File: src/rtl/cab_pkg.sv
package cab_pkg;
    typedef enum logic [2:0] {
        ST_IDLE  = 3'd0,
        ST_REQ   = 3'd1,
        ST_APPLY = 3'd2,
        ST_CHECK = 3'd3,
        ST_DONE  = 3'd4
    } cab_state_e;

    typedef enum logic {
        MODE_CMP = 1'b0,
        MODE_SUM = 1'b1
    } cab_mode_e;
endpackage

File: src/rtl/cab_pattern_gen.sv
module cab_pattern_gen #(
    parameter int PAT_W = 3,
    parameter int CHAIN = 4,
    parameter int PH_W  = $clog2(CHAIN + (1 << PAT_W) + 1)
) (
    input  logic             clk,
    input  logic             rst_n,
    input  logic             clear,
    input  logic             run,
    input  logic             lat_on,
    output logic [PAT_W-1:0] pattern,
    output logic             pat_en,
    output logic             win,
    output logic             last
);
    localparam int NPAT = 1 << PAT_W;
    localparam logic [PH_W-1:0] NPAT_PH = PH_W'(NPAT);
    localparam logic [PH_W-1:0] LAT_PH  = PH_W'(CHAIN);

    logic [PH_W-1:0] ph;
    logic [PH_W-1:0] lat;

    always_ff @(posedge clk or negedge rst_n) begin
        if (!rst_n)     ph <= '0;
        else if (clear) ph <= '0;
        else if (run)   ph <= ph + 1'b1;
    end

    assign lat     = lat_on ? LAT_PH : '0;
    assign pat_en  = run && (ph < NPAT_PH);
    assign pattern = pat_en ? ph[PAT_W-1:0] : '0;
    assign win     = run && (ph >= lat);
    assign last    = run && (ph == lat + NPAT_PH - 1'b1);

    // the counter steps by one while patterns are applied
    a_r3_pattern_step: assert property (@(posedge clk) disable iff (!rst_n)
        (pat_en && pattern != '1) |=> (pat_en && pattern == $past(pattern) + 1'b1));
endmodule

File: src/rtl/cab_row_compare.sv
module cab_row_compare #(
    parameter int PAT_W = 3,
    parameter int ROWS  = 4
) (
    input  logic [ROWS*PAT_W-1:0] rows,
    output logic                  differ
);
    logic [ROWS-1:0] ne;

    generate
        for (genvar r = 0; r < ROWS; r++) begin : g_cmp
            assign ne[r] = rows[r*PAT_W +: PAT_W] != rows[PAT_W-1:0];
        end
    endgenerate

    assign differ = |ne;
endmodule

File: src/rtl/cab_row_checksum.sv
module cab_row_checksum #(
    parameter int PAT_W = 3,
    parameter int ROWS  = 4
) (
    input  logic                  clk,
    input  logic                  rst_n,
    input  logic                  clear,
    input  logic                  acc_en,
    input  logic [ROWS*PAT_W-1:0] rows,
    output logic                  sum_bad
);
    localparam int SUM_W = 2 * PAT_W;
    localparam longint NPAT = longint'(1) << PAT_W;
    localparam logic [SUM_W-1:0] EXP_SUM = SUM_W'((NPAT * (NPAT - 1)) / 2);

    logic [ROWS-1:0] bad;

    generate
        for (genvar r = 0; r < ROWS; r++) begin : g_acc
            logic [SUM_W-1:0] acc;
            always_ff @(posedge clk or negedge rst_n) begin
                if (!rst_n)      acc <= '0;
                else if (clear)  acc <= '0;
                else if (acc_en) acc <= acc + {{(SUM_W-PAT_W){1'b0}}, rows[r*PAT_W +: PAT_W]};
            end
            assign bad[r] = acc != EXP_SUM;
        end
    endgenerate

    assign sum_bad = |bad;
endmodule

File: src/rtl/cellarray_bist.sv
module cellarray_bist
    import cab_pkg::*;
#(
    parameter int PAT_W = 3,
    parameter int ROWS  = 4,
    parameter int CHAIN = 4,
    parameter int CFG_W = $clog2(PAT_W + 2)
) (
    input  logic                  clk,
    input  logic                  rst_n,
    input  logic                  start,
    input  logic                  mode_sel,
    input  logic                  reg_path,
    output logic                  cfg_req,
    output logic [CFG_W-1:0]      cfg_idx,
    input  logic                  cfg_ack,
    output logic [PAT_W-1:0]      pattern,
    output logic                  pat_en,
    input  logic [ROWS*PAT_W-1:0] row_out,
    output logic                  busy,
    output logic                  done,
    output logic                  fail,
    output logic [CFG_W-1:0]      fail_cfg
);
    localparam int NUM_CFG = PAT_W + 2;
    localparam logic [CFG_W-1:0] LAST_CFG = CFG_W'(NUM_CFG - 1);

    cab_state_e state, state_nx;
    cab_mode_e  mode_q;
    logic       regp_q;
    logic [CFG_W-1:0] idx_q;
    logic       run, clear, in_check;
    logic       win, last, differ, sum_bad;
    logic       cmp_hit, sum_hit;

    // next-state logic
    always_comb begin
        state_nx = state;
        unique case (state)
            ST_IDLE:  if (start)   state_nx = ST_REQ;
            ST_REQ:   if (cfg_ack) state_nx = ST_APPLY;
            ST_APPLY: if (last)    state_nx = ST_CHECK;
            ST_CHECK: state_nx = (idx_q == LAST_CFG) ? ST_DONE : ST_REQ;
            ST_DONE:  state_nx = ST_IDLE;
            default:  state_nx = ST_IDLE;
        endcase
    end

    // state register and run context
    always_ff @(posedge clk or negedge rst_n) begin
        if (!rst_n) begin
            state  <= ST_IDLE;
            idx_q  <= '0;
            mode_q <= MODE_CMP;
            regp_q <= 1'b0;
        end else begin
            state <= state_nx;
            if (state == ST_IDLE && start) begin
                idx_q  <= '0;
                mode_q <= cab_mode_e'(mode_sel);
                regp_q <= reg_path;
            end else if (state == ST_CHECK && idx_q != LAST_CFG) begin
                idx_q <= idx_q + 1'b1;
            end
        end
    end

    // state-decoded outputs
    always_comb begin
        cfg_req  = 1'b0;
        run      = 1'b0;
        clear    = 1'b0;
        in_check = 1'b0;
        done     = 1'b0;
        busy     = 1'b1;
        unique case (state)
            ST_IDLE:  busy = 1'b0;
            ST_REQ:   begin cfg_req = 1'b1; clear = cfg_ack; end
            ST_APPLY: run = 1'b1;
            ST_CHECK: in_check = 1'b1;
            ST_DONE:  done = 1'b1;
            default:  busy = 1'b0;
        endcase
    end

    assign cfg_idx = idx_q;

    cab_pattern_gen #(.PAT_W(PAT_W), .CHAIN(CHAIN)) u_gen (
        .clk(clk), .rst_n(rst_n), .clear(clear), .run(run), .lat_on(regp_q),
        .pattern(pattern), .pat_en(pat_en), .win(win), .last(last)
    );

    cab_row_compare #(.PAT_W(PAT_W), .ROWS(ROWS)) u_cmp (
        .rows(row_out), .differ(differ)
    );

    cab_row_checksum #(.PAT_W(PAT_W), .ROWS(ROWS)) u_sum (
        .clk(clk), .rst_n(rst_n), .clear(clear), .acc_en(win),
        .rows(row_out), .sum_bad(sum_bad)
    );

    assign cmp_hit = win && (mode_q == MODE_CMP) && differ;
    assign sum_hit = in_check && (mode_q == MODE_SUM) && sum_bad;

    // sticky verdict
    always_ff @(posedge clk or negedge rst_n) begin
        if (!rst_n) begin
            fail     <= 1'b0;
            fail_cfg <= '0;
        end else if (!fail && (cmp_hit || sum_hit)) begin
            fail     <= 1'b1;
            fail_cfg <= idx_q;
        end
    end

    // request held until acknowledged
    a_r2_req_hold: assert property (@(posedge clk) disable iff (!rst_n)
        (cfg_req && !cfg_ack) |=> cfg_req);

    // index stays inside the configuration set
    a_r2_idx_range: assert property (@(posedge clk) disable iff (!rst_n)
        busy |-> (cfg_idx <= LAST_CFG));

    // verdict and index hold once set
    a_r7_fail_sticky: assert property (@(posedge clk) disable iff (!rst_n)
        fail |=> (fail && $stable(fail_cfg)));

    // done is a single-cycle pulse that ends the run
    a_r8_done_pulse: assert property (@(posedge clk) disable iff (!rst_n)
        done |=> (!done && !busy));

    // patterns only appear while a configuration is loaded
    a_r3_pat_after_ack: assert property (@(posedge clk) disable iff (!rst_n)
        $rose(pat_en) |-> (pattern == '0 && $past(cfg_ack)));
endmodule

File: config.mk
export PLATFORM = sky130hd
export DESIGN_NAME = cellarray_bist
export DESIGN_NICKNAME = d
export VERILOG_FILES = /design/src/rtl/cab_pkg.sv /design/src/rtl/cab_pattern_gen.sv /design/src/rtl/cab_row_compare.sv /design/src/rtl/cab_row_checksum.sv /design/src/rtl/cellarray_bist.sv
export SDC_FILE = /design/constraint.sdc
export NUM_CORES = 1
export LEC_CHECK = 0
export ABC_AREA = 1
export BUFFER_PORTS_ARGS = -buffer_cell sky130_fd_sc_hd__buf_2
export CAP_MARGIN = 20
export CORE_UTILIZATION = 30
export DETAILED_ROUTE_END_ITERATION = 8
export GPL_TIMING_DRIVEN = 0
export SLEW_MARGIN = 20
export SYNTH_ARGS = -nofsm -noshare
export SYNTH_HDL_FRONTEND = slang
export SYNTH_SLANG_ARGS = --single-unit
File: constraint.sdc
create_clock -name clk -period 2.28 [get_ports clk]
set_clock_uncertainty 0.15 [all_clocks]
set_input_delay 0.114 -clock clk [delete_from_list [all_inputs] [get_ports clk]]
set_output_delay 0.114 -clock clk [all_outputs]
set_load 0.005 [all_outputs]
==> impl_results.md <==
- Syn Nets: 359
- Critical path fanouts, max: 3
- Placed cell count: 453
- Synth Area in Simple Gates: 0.263
- I/O Buffers: 31
- Pin count of the biggest net entering global routing: 41
- TritonRoute pass-1 iters: 4
- Final setup vio count: 0
- Share of cells above drive strength 1: 0.152
- CTS H-tree depth: 2
- Max-cap violation count: 0
- CTS sink cnt: 40
- Top-area cell type share of the netlist area: 0.401
- CTS Buffer Depth: 2
- Total core area: 0.00789 mm^2
- Leak pwr: 1.52 nW
- CP max stage delay: 0.40 ns
- First-pass GRT wire length: 10100 um
- Total setup buffers inserted after CTS: 0
- Drt wl/cell: 12.7 um
- Num ports: 32
- CTS tree: done
- Synthesized flop and latch total: 40
- Root buf cell: clkbuf_8
- Syn Area/Cell: 7.81 um^2
- Top post-synthesis cells by area: dfrtp_1 (40%), nand2_1 (11%), ha_1 (8.5%)
- Drt via density: 4.63
- Largest family of logic cells by synthesized area: simple AND/OR/NAND/NOR gates
- Nets: 400
- Post-Synthesis Cell Area: 0.00250 mm^2
- Area leader, netlist: dfrtp_1
- GRT Overall Usage: 0.149
- Relative slew slack: 0.381
- Met3 routed WL: 135 um
- Post-synth cell types: 32
- Die X: 93.3 um
- RSZ-0062 raised after global routing: false
- CP delay by family, top: adder cells
- Outcome: finished clean
- Total gr overflow: 0
- Post-DP HPWL: 4440 um
- XOR/XNOR share of the synthesized area: 0.0105
- Final WL: 5910 um
- Die H: 93.3 um
- Vias in the first global route: 2140
- DIE AREA: 0.00870 mm^2
- R2R Path Start: u_sum.g_acc[2].acc[0]
- Drc violations: 0
- Synth Warn #: 0
- RePlAce Congestion: 0.820
- Remaining antenna violation count after routing: 0
- Hold Startpoint: start
- Initial antenna violation count: 0
- Power per cell area: 999 mW/mm^2
- Post-synthesis adder-cell area fraction: 0.117
- Antenna cell count: 0
- DR top layer: met4
- Hold crit path type: input pin to flip-flop
- Final Hold Fails: 0
- Fraction of synthesized area in multiplexers: 0
- Crit Path Class: flip-flop to flip-flop
- CP Data Required Time: 2.32 ns
- Worst path cell trace: ha_1, inv_1, fa_1, or2_2, a21oi_1, nand2_1, o21ai_1, a21oi_1
- Compound-Gate Fraction of Synth Area: 0.114
- Area grow syn2layout: 16.0%
- CP Launch Point: u_sum.g_acc[2].acc[0]
- Max Slew Vio Count: 0
- Worst-margin pin slew: 0.929 ns
- CTS Buf Count: 5
- Mapped Cells: 320
- Crit. End Element: flip-flop
- Num rows: 32
- Met1 Wirelength: 2770 um
- Starting Density: 0.317
- Final non-filler cell total: 464
- DRT iter0 DRCs: 63
- WL met2: 2920 um
- Worst EP arrival: 2.08 ns
- Worst path most repeated cell: a21oi_1
- Worst setup SP type: flip-flop
- Setup_tns: 0 ns
- Final core occ: 0.368
- Via Count: 2148
- Period Utilization, post-route: 0.894
- Worst-skew pair later-pin latency: 0.30 ns
- Clock period minus final worst setup slack: 2.04 ns
- Reg clk slew, reported paths: 0.08 ns
- Crit path buf inv count: 1
- Max Clk Rate: 491 MHz
- Worst reg2reg setup slack: 0.24 ns
- Peak supply drop: 286 uV
- Slowest CP cell: dfrtp_1
- Register area share after synthesis: 0.401
[stage by stage]
step	total power, mW	area (um^2)	setup slack, ns	hold WS [ns]
3_3_place_gp	2.38	2780	0.308	0.159
3_5_place_dp	2.43	2780	0.283	0.167
4_1_cts	2.92	2900	0.264	0.0127
2_1_floorplan	2.04	2500	0.440	-0.332
5_1_grt	3.17	2900	0.105	0.0479
6_report	2.90	2900	0.242	0.00876
[what timing repair did]
item | CTS | global route
hold buffers | 3 | 0
resized for setup | 0 | 0
endpoints found under the hold margin | 42 | 0
[logic make-up after synthesis]
| family | Yosys count |
|---|---|
| AOI/OAI and AO/OA | 53 |
| xor gates and xnor gates | 3 |
| adders and majority gates | 21 |
| buffers and inverters | 58 |
| DFF | 40 |
| and+or+nand+nor | 145 |
[power breakdown]
group          switching (mW)  internal, mW
combinational           0.795         0.493
clock                   0.272         0.214
sequential              0.203         0.919
total                    1.27          1.63
[worst reg2reg max path: cells and delay by family, from the launching register on]
kind,cells,cell delay (ns)
fa+ha+maj,2,0.59
flops,1,0.40
buf+inv,1,0.07
compound gates,3,0.31
simple gates,2,0.41
[synthesized netlist by cell type]
cell type  count
inv_1         52
o21ai_1        7
nand4_1        5
or2_0          1
clkinv_2       1
or2_2          2
nand3b_1       2
o22ai_1        4
nand2_8        1
nor3_1         5
o31ai_1        2
nand3_2        1
a21oi_2        1
o21ai_0       20
dfrtp_1       40
nand2_1       73
nor2_1        27
nand2_2        2
a31oi_1        2
ha_1          17
xor2_1         3
inv_2          1
o21bai_1       1
nand3_1       22
fa_1           4
a21oi_1       16
nor2_2         1
buf_6          2
nor3_2         1
nor3b_1        1
buf_2          2
nor3_4         1
[final timing paths]
kind	end	depth (start not counted)
max in group asynchronous	u_sum.g_acc[1].acc[5]	2
max reg2reg	u_sum.g_acc[2].acc[4]	8
min reg2reg	fail_cfg[1]	2
max	u_sum.g_acc[2].acc[4]	8
min in group asynchronous	fail_cfg[1]	2
min	regp_q	4
[layer usage]
metal / vias up / GRT usage
li1: 1108 / -
met3: 7 / 0.0228
met4: 0 / 0.0538
met5: - / 0
met1: 1009 / 0.190
met2: 24 / 0.256
[layout by cell type, fill, tap and decap left out, drive strengths merged]
master,synthesis,routed
a21oi,17,17
a31oi,2,2
buf,4,35
clkbuf,0,5
clkinv,1,4
dfrtp,40,40
dlygate4sd3,0,3
fa,4,4
ha,17,17
inv,53,53
nand2,76,76
nand3,23,23
nand3b,2,2
nand4,5,5
nor2,28,28
nor3,7,7
nor3b,1,1
o21ai,27,27
o21bai,1,1
o22ai,4,4
o31ai,2,2
or2,3,3
xor2,3,3
[final cells by class]
type                            instances  area [um^2]
Sequential cell                        40         1000
Clock inverter                          3         18.8
Tap cell                              102          128
Inverter                               54          204
Clock buffer                            5         68.8
Fill cell                             817         4990
Timing Repair Buffer                   34          185
Buffer                                  4         32.5
Multi-Input combinational cell        222         1260
[flip-flops by register name, summed over array words and instances (netlist names)]
signal / flops
cfg_idx: 3
fail: 1
fail_cfg: 3
mode_q: 1
regp_q: 1
state: 3
u_gen.ph: 4
u_sum.g_acc.acc: 24
(Power assumes the default switching activity.)
